`config.mk`:
```
export PLATFORM = sky130hd
export DESIGN_NAME = cap_charge_balancer
export DESIGN_NICKNAME = d
export VERILOG_FILES = /design/src/rtl/cbal_pkg.sv /design/src/rtl/cbal_state_lut.sv /design/src/rtl/cbal_trim_calc.sv /design/src/rtl/cap_charge_balancer.sv
export SDC_FILE = /design/constraint.sdc
export NUM_CORES = 1
export LEC_CHECK = 0
export BUFFER_PORTS_ARGS = -buffer_cell sky130_fd_sc_hd__buf_2
export CAP_MARGIN = 20
export CORE_ASPECT_RATIO = 1.1
export CORE_MARGIN = 2
export CORE_UTILIZATION = 54
export DETAILED_ROUTE_END_ITERATION = 10
export GPL_TIMING_DRIVEN = 0
export PLACE_DENSITY = 0.74
export SLEW_MARGIN = 20
export SYNTH_ARGS = -nofsm -noshare
export SYNTH_HDL_FRONTEND = slang
export SYNTH_SLANG_ARGS = --single-unit
```
`constraint.sdc`:
```
create_clock -name clk -period 5.1 [get_ports clk]
set_input_delay 0 -clock clk [delete_from_list [all_inputs] [get_ports clk]]
set_output_delay 0 -clock clk [all_outputs]
set_load 0.01 [all_outputs]
```
`src/rtl/cbal_pkg.sv`:
```
package cbal_pkg;

    localparam int NCAP  = 2;
    localparam int LVL_W = 3;

    localparam logic [1:0] SIGN_POS = 2'b01;
    localparam logic [1:0] SIGN_NEG = 2'b10;

    typedef enum logic [1:0] {
        CAP_SUSPEND   = 2'b00,
        CAP_CHARGE    = 2'b01,
        CAP_DISCHARGE = 2'b10
    } cap_state_e;

    typedef enum logic {
        PH_IDLE = 1'b0,
        PH_EVAL = 1'b1
    } phase_e;

    // Reverse the direction of a transfer; a floating capacitor stays floating.
    function automatic cap_state_e flip_dir(input cap_state_e s);
        case (s)
            CAP_CHARGE:    return CAP_DISCHARGE;
            CAP_DISCHARGE: return CAP_CHARGE;
            default:       return CAP_SUSPEND;
        endcase
    endfunction

endpackage

```
`src/rtl/cbal_state_lut.sv`:
```
module cbal_state_lut
    import cbal_pkg::*;
(
    input  logic [LVL_W-1:0] level_i,
    input  logic [1:0]       isign_i,
    output cap_state_e       st_o [NCAP]
);

    // Status with the current flowing in the positive direction.
    cap_state_e pos_st [NCAP];

    always_comb begin
        for (int k = 0; k < NCAP; k++) begin
            pos_st[k] = CAP_SUSPEND;
        end
        case (level_i)
            LVL_W'(6): pos_st[0] = CAP_DISCHARGE;
            LVL_W'(5): pos_st[1] = CAP_DISCHARGE;
            LVL_W'(3): pos_st[1] = CAP_CHARGE;
            LVL_W'(2): pos_st[0] = CAP_CHARGE;
            default:   ;
        endcase
    end

    // Apply the current direction to each capacitor's entry.
    for (genvar g = 0; g < NCAP; g++) begin : g_dir
        always_comb begin
            case (isign_i)
                SIGN_POS: st_o[g] = pos_st[g];
                SIGN_NEG: st_o[g] = flip_dir(pos_st[g]);
                default:  st_o[g] = CAP_SUSPEND;
            endcase
        end
    end

endmodule

```
`src/rtl/cbal_trim_calc.sv`:
```
module cbal_trim_calc
    import cbal_pkg::*;
#(
    parameter int ERR_W = 12
) (
    input  cap_state_e               st_i  [NCAP],
    input  logic signed [ERR_W-1:0]  err_i [NCAP],
    input  logic        [ERR_W-1:0]  lim_i,
    output logic signed [ERR_W:0]    trim_o
);

    localparam int OUT_W = ERR_W + 1;
    localparam int SUM_W = OUT_W + $clog2(NCAP);

    logic signed [SUM_W-1:0] contrib [NCAP];
    logic signed [SUM_W-1:0] sum;
    logic signed [SUM_W-1:0] lim_s;
    logic signed [SUM_W-1:0] sat;

    // Each capacitor's share: its error when discharging, the negated error when charging.
    for (genvar g = 0; g < NCAP; g++) begin : g_cap
        logic signed [SUM_W-1:0] ext;
        assign ext        = SUM_W'(err_i[g]);
        assign contrib[g] = (st_i[g] == CAP_DISCHARGE) ? ext  :
                            (st_i[g] == CAP_CHARGE)    ? -ext :
                                                         '0;
    end

    always_comb begin
        sum = '0;
        for (int k = 0; k < NCAP; k++) begin
            sum = sum + contrib[k];
        end
    end

    assign lim_s = $signed(SUM_W'(lim_i));

    always_comb begin
        if (sum > lim_s) begin
            sat = lim_s;
        end else if (sum < -lim_s) begin
            sat = -lim_s;
        end else begin
            sat = sum;
        end
    end

    assign trim_o = OUT_W'(sat);

endmodule

```
`src/rtl/cap_charge_balancer.sv`:
```
module cap_charge_balancer
    import cbal_pkg::*;
#(
    parameter int ERR_W = 12
) (
    input  logic                    clk,
    input  logic                    rst_n,
    input  logic                    sample_i,
    input  logic [LVL_W-1:0]        level_i,
    input  logic [1:0]              isign_i,
    input  logic signed [ERR_W-1:0] err1_i,
    input  logic signed [ERR_W-1:0] err2_i,
    input  logic [ERR_W-1:0]        trim_lim_i,
    output logic [1:0]              c1_state_o,
    output logic [1:0]              c2_state_o,
    output logic signed [ERR_W:0]   trim_o
);

    phase_e ph_q;
    phase_e ph_d;

    logic [LVL_W-1:0]        lvl_q;
    logic [1:0]              sgn_q;
    logic signed [ERR_W-1:0] err_q [NCAP];
    logic [ERR_W-1:0]        lim_q;

    cap_state_e              st_w  [NCAP];
    logic signed [ERR_W:0]   trim_w;
    cap_state_e              st_q  [NCAP];
    logic signed [ERR_W:0]   trim_q;

    // State register
    always_ff @(posedge clk or negedge rst_n) begin
        if (!rst_n) begin
            ph_q <= PH_IDLE;
        end else begin
            ph_q <= ph_d;
        end
    end

    // Transitions: wait, accept, publish
    always_comb begin
        ph_d = ph_q;
        unique case (ph_q)
            PH_IDLE: ph_d = sample_i ? PH_EVAL : PH_IDLE;
            PH_EVAL: ph_d = PH_IDLE;
        endcase
    end

    // Input latch on an accepted strobe
    always_ff @(posedge clk or negedge rst_n) begin
        if (!rst_n) begin
            lvl_q <= '0;
            sgn_q <= '0;
            lim_q <= '0;
            for (int k = 0; k < NCAP; k++) begin
                err_q[k] <= '0;
            end
        end else if (ph_q == PH_IDLE && sample_i) begin
            lvl_q    <= level_i;
            sgn_q    <= isign_i;
            lim_q    <= trim_lim_i;
            err_q[0] <= err1_i;
            err_q[1] <= err2_i;
        end
    end

    cbal_state_lut u_lut (
        .level_i (lvl_q),
        .isign_i (sgn_q),
        .st_o    (st_w)
    );

    cbal_trim_calc #(
        .ERR_W (ERR_W)
    ) u_trim (
        .st_i   (st_w),
        .err_i  (err_q),
        .lim_i  (lim_q),
        .trim_o (trim_w)
    );

    // Output register, written only while evaluating
    always_ff @(posedge clk or negedge rst_n) begin
        if (!rst_n) begin
            for (int k = 0; k < NCAP; k++) begin
                st_q[k] <= CAP_SUSPEND;
            end
            trim_q <= '0;
        end else if (ph_q == PH_EVAL) begin
            for (int k = 0; k < NCAP; k++) begin
                st_q[k] <= st_w[k];
            end
            trim_q <= trim_w;
        end
    end

    assign c1_state_o = st_q[0];
    assign c2_state_o = st_q[1];
    assign trim_o     = trim_q;

endmodule

```
# --- After elaboration in Yosys (flattened, before gate mapping) ---
# Cells that the tools add are included.
totals:
  register_bits: 59
  output_inout_bits: 17
  elab_cells: 45
classes:
  addsub: 4
  n_lt_le_gt_ge: 2
  eq_ne: 14
  mux: 14
  bitwise: 1
  reduce_logical: 1
op_table:
  columns: ["cell", "n"]
  rows:
  - ["$mux 14", 4]
  - ["$neg 14->14", 2]
  - ["$mux 13", 2]
  - ["$pmux 2 s2", 6]
  - ["$add 14x14->14", 1]
  - ["$gt 14x13->1", 1]
  - ["$lt 14x14->1", 1]
  - ["$neg 12->14", 1]
  - ["$eq 2x1->1 const B", 5]
  - ["$eq 2x2->1 const B", 5]
  - ["$eq 3x2->1 const B", 2]
  - ["$eq 3x3->1 const B", 2]
  - ["$pmux 1 s2", 1]
  - ["$logic_and 1x1->1", 1]
  - ["$mux 1", 1]
  - ["$not 1->1", 1]

# --- Longest topological paths before layout ---
depth:
  ltp_word: 12
  ltp_mapped: 27

# --- Modules after synthesis ---
# From an unflattened synthesis, not the netlist that was laid out.
unflattened:
  hier_cells: 550
  area_unflattened_um2: 5360.1
by_module_without_submodules:
  columns: ["mod", "instances", "cells_per_inst", "area_per_inst_um2", "seq_area_each_um2"]
  rows:
  - ["cbal_trim_calc", 1, 409, 2852.7, 0.0]
  - ["cap_charge_balancer", 1, 125, 2392.3, 1476.4]
  - ["cbal_state_lut", 1, 16, 115.1, 0.0]

# --- Worst setup path after synthesis ---
# OpenSTA, ideal clock, no wires.
synth_timing:
  path_type: "reg2reg"
  from: "register sgn_q[0]"
  to: "register trim_q[6] (netlist: trim_o[6])"
  arrival_time_ps: 5479
  t_required_ps: 4968
  slack_ps: -511
  path_stages_with_launch: 24
  path_buffers: 1
  synth_period_minus_slack_ps: 5611
  cell_sequence: "dfrtp_1 -> inv_1 -> ha_1 -> or3b_1 -> or2_2 -> clkbuf_1 -> o31ai_1 -> xor2_1 -> nor2_1 -> ha_1 -> a21oi_1 -> o21ai_0 -> nor4b_1 -> nor2_1 -> xor2_1 -> ha_1 -> and2_1 -> a2111oi_1 -> a21o_1 -> a31oi_1 -> o211a_1 -> o21a_4 -> or4_1 -> nor3b_2"
synth_via:
  elab_chain_cells: 9
synth_lines:
  columns: ["item", "line_no", "source"]
  rows:
  - ["start: declaration", "cap_charge_balancer.sv:23", "logic [1:0] sgn_q;"]
  - ["start signal: assignment", "cap_charge_balancer.sv:61", "sgn_q <= isign_i;"]
  - ["$eq 2x2->1 / $eq 2x1->1 (equally long branches)", "cbal_state_lut.sv:28", "case (isign_i)"]
  - ["$pmux 2 s2", "cbal_state_lut.sv:28", null]
  - ["$eq 2x1->1", "cbal_trim_calc.sv:25", "(st_i[g] == CAP_CHARGE) ? -ext :"]
  - ["$mux 14", "cbal_trim_calc.sv:25", null]
  - ["$mux 14", "cbal_trim_calc.sv:24", "assign contrib[g] = (st_i[g] == CAP_DISCHARGE) ? ext :"]
  - ["$add 14x14->14 (*)", "cbal_trim_calc.sv:32", "sum = sum + contrib[k];"]
  - ["$lt 14x14->1", "cbal_trim_calc.sv:41", "end else if (sum < -lim_s) begin"]
  - ["$mux 13", "cbal_trim_calc.sv:41", null]
  - ["$mux 13 (*)", "cbal_trim_calc.sv:39", "if (sum > lim_s) begin"]
  - ["end signal: assignment", "cap_charge_balancer.sv:94", "trim_q <= trim_w;"]
  - ["end: declaration", "cap_charge_balancer.sv:30", "logic signed [ERR_W:0] trim_q;"]
# Mark *: on every way between the ends. The rest lies on a longest branch, timed or not.
# A chain may end at the register's enable or synchronous reset.

# --- Worst setup path in the final report ---
layout_timing:
  from: "register sgn_q[1]"
  to: "register trim_q[5] (netlist: trim_o[5])"
# The elaborated chain is that of the path after synthesis.

==> impl_results.md <==
- Crit-path slowest cell: dfrtp_1
- Net Sw Power: slightly above 800 µW
- Critical Path Fanout Max: 5
- Worst min path class: in -> async
- Final setup violation count: 13
- Worst-Skew Late Latency: approximately 370 ps
- DR vias: 5691
- Reg-to-Reg Start: sgn_q[1]
- Ant diodes: 0
- Vias per cell: between 6 and 7
- HPWL after DPL: roughly 11 mm
- Clk buf depth: 2
- Syn_area_per_cell: 8.578 µm²
- Ys Warns: 0
- Fraction of the mapped netlist area in adder cells: about a tenth
- Area of the multi-input gates: ~4000 µm²
- Register area: around 1500 µm²
- Vias in the first global route: approximately 5600
- Final ANT Viol Nets: 0
- Post-route setup slack: -581.8 ps
- Final Power: between 2 and 2.5 mW
- Crit path depth: 26
- Initial antenna violation count: 0
- Synth area leader: dfrtp_1
- Clk_skew: ~18 ps
- Core Region: just under 9000 µm²
- Nets: ~850
- XOR/XNOR share of the synthesized area: roughly 7%
- CP Capture Type: register
- Clock sink count: 59
- R2R Setup Slk: -580 ps
- Synth Net Count: 670
- Clock slew seen by the registers of the worst setup and hold paths: 80 ps
- Synthesized cell area: about 5000 µm²
- Area contributors post-synth: dfrtp_1 (29%), ha_1 (10%), mux2_2 (5.6%), o21ai_0 (4.4%), nand2_1 (4.3%)
- Tcrit/Tclk final: 111.4%
- Root Buffer Master: clkbuf_8
- CP top delay family: simple AND/OR/NAND/NOR gates
- F_max: ~180 MHz
- Largest family of logic cells by synthesized area: simple AND/OR/NAND/NOR gates
- RR Endpoint: trim_o[5]
- Clock Power Share: roughly a quarter
- RSZ-0062 raised after global routing: true
- Starting Density: 56.17%
- Num rows: 36
- Commonest cells in the synthesized netlist: dfrtp_1 (59), nand2_1 (58), nor2_1 (57)
- Number of unique standard cell types used by synthesis: 68
- Largest net degree at the start of global routing: 60
- Area growth syn-to-layout: 47.30%
- Worst Setup EP: trim_o[5]
- Synthesized flop and latch total: 59
- Share of layout cells above drive strength 1: 36.91%
- Final Util: approximately 83%
- Post-synth EDFFs: 0
- Fillcell total: roughly 500
- Die width: roughly 96 µm
- First-pass GRT wire length: ~27 mm
- CP max stage delay: between 400 and 500 ps
- Die height: between 100 and 150 µm
- Logic pwr share: between 40% and 50%
- Worst Tran Pin Value: 1016 ps
- Internal cell power: 1.316 mW
- IO buf count: 60
- DRT Pass-1 Iters: 6
- CTS H-tree depth: 3
- IO Count: 61
- Slew margin rel.: 31.64%
- Hold Vio Cnt, Final: 0
- Initial drt markers: about 430
- Synth Instances: a little under 600
- Seq/Total Area, Yosys: just under 30%
- Die area: ~10000 µm²
- Commonest register cell after synthesis: dfrtp_1
- Sequential share of power: a little under a third
- Gpl congestion: 0.9524
- PwrDens: 289.0 nW/µm²
- CP Class: reg -> reg
- Compound-Gate Fraction of Synth Area: approximately 20%
- Status: finished, violations left
- LEAKAGE: between 3 and 4 nW
- Crit path buf inv count: 8
- Asr flop ratio synth: 100.0%
- Final routed DRC violation total: 0
- Final wirelength: roughly 19 mm
- Max-slew violations: 0
- Top cell type's share of synthesized area: slightly below 30%
- Reg2reg path depth: 26
- Total grt overflow: 0
- CTS tree: done
- Peak supply drop: between 200 and 250 µV
- Overall Global Routing Usage: between 30% and 40%
- Most frequently used cell type in the post-synthesis netlist: dfrtp_1
- CP required: between 5000 and 6000 ps
- Most frequent CP cell: buf_4
- Sw frac: between 30% and 40%
- Origin of the worst setup path: sgn_q[1]
- Clock buffer count from CTS: 9
- Startpoint type of the worst setup path: register
- Max cap viols: 0
- Minimum clock period: roughly 5700 ps
- Violated checks: setup timing
- Simple-Gate Fraction of Synth Area: a little over a fifth
- Worst EP arrival: 5940 ps
- Drt wl/cell: between 20 and 25 µm
- Post-synthesis mux area share: approximately 6.6%
[cell usage in the layout, fill, tap and decap left out, types with 5 or more instances in the layout]
cell type / n
a21oi_1: 18
a22oi_1: 5
clkbuf_8: 12
nor2b_1: 7
mux2_2: 25
clkbuf_1: 13
a21oi_4: 8
ha_4: 9
nor2_2: 6
dfrtp_1: 59
mux2i_1: 5
buf_4: 51
or3_1: 9
xor2_1: 19
nor2_1: 47
nand2b_1: 8
buf_2: 59
nor3_1: 13
o31ai_1: 12
ha_1: 30
dlygate4sd3_1: 42
nor2_4: 5
xnor2_1: 12
a211oi_2: 5
inv_1: 27
nand3_1: 10
buf_6: 16
nand2_1: 52
o21ai_0: 37
o211ai_1: 5
[worst register-to-register path: cells and delay by family (launching register included)]
family          cells  cell delay (ps)
flops               1              440
compound gates      6             1210
fa+ha+maj           3              870
simple gates        7             1430
buf+inv             8             1120
mux                 1              320
xor+xnor            1              180
[per-stage QoR]
step	cells	area, µm²	setup slack, ps	hold slack (ps)	setup TNS (ps)
2_1_floorplan	584	5084	-153.2	-295.6	-283.1
3_3_place_gp	758	5527	-1181	203.0	-13000
3_5_place_dp	758	5529	-1280	115.1	-14390
4_1_cts	864	6998	-404.5	273.7	-3280
5_1_grt	878	7380	-687.6	328.4	-7636
6_report	878	7380	-581.8	237.5	-5524
[registers in the layout, indices dropped and copies added, names as in the netlist]
name        count
c2_state_o      2
err_q          24
sgn_q           2
lim_q          12
trim_o         13
ph_q            1
lvl_q           3
c1_state_o      2
[cells by family after synthesis]
kind of cell | count (synthesis)
buf+inv | 53
compound gates | 150
flops | 59
fa+ha+maj | 42
xor+xnor | 38
mux | 30
simple gates | 212
[final cells by class]
type	instances	share of cell area [%]
tap	114	1.933
timing repair buffer	165	17.04
buffer	20	1.865
inverter	32	1.628
multi-input combinational	472	54.44
clock inverter	4	0.9834
sequential	59	20.01
clock buffer	12	2.102
[worst min path at each step]
stage	from	endpoint	slack [ps]	cells after the start
floorplan	rst_n	c1_state_o[0]	-300	0
global placement	trim_lim_i[3]	lim_q[3]	200	3
detailed placement	rst_n	trim_o[10]	120	1
CTS	rst_n	trim_o[10]	270	2
global route	rst_n	trim_o[10]	330	2
finish	rst_n	trim_o[10]	240	2
[routing by layer]
| layer | GRT usage, % | wire [µm] | share of wire, % |
|---|---|---|---|
| met1 | 37.53 | 6514 | 35 |
| met2 | 60.69 | 9607 | 51 |
| met3 | 5.479 | 1200 | 6.4 |
| met4 | 23.06 | 1419 | 7.6 |
| met5 | 0 | 0 | 0 |
[repair_timing]
action / 4_1_cts / 5_1_grt
hold buffers: 42 / 0
pin swaps: 46 / 48
gates resized for setup: 99 / 58
endpoints found under the hold margin: 100 / 0
endpoints found under the setup margin: 13 / 13
gates cloned: 0 / 0
buffers inserted: 49 / 14
[power groups by stage]
stage          combinational [mW]  sequential [mW]  clock [mW]
2_1_floorplan               0.438            0.651           0
3_3_place_gp                0.640            0.642           0
3_5_place_dp                0.657            0.649           0
4_1_cts                     0.857            0.643       0.510
5_1_grt                      1.04            0.664       0.537
6_report                    0.968            0.652       0.512
(Power assumes the default switching activity.)
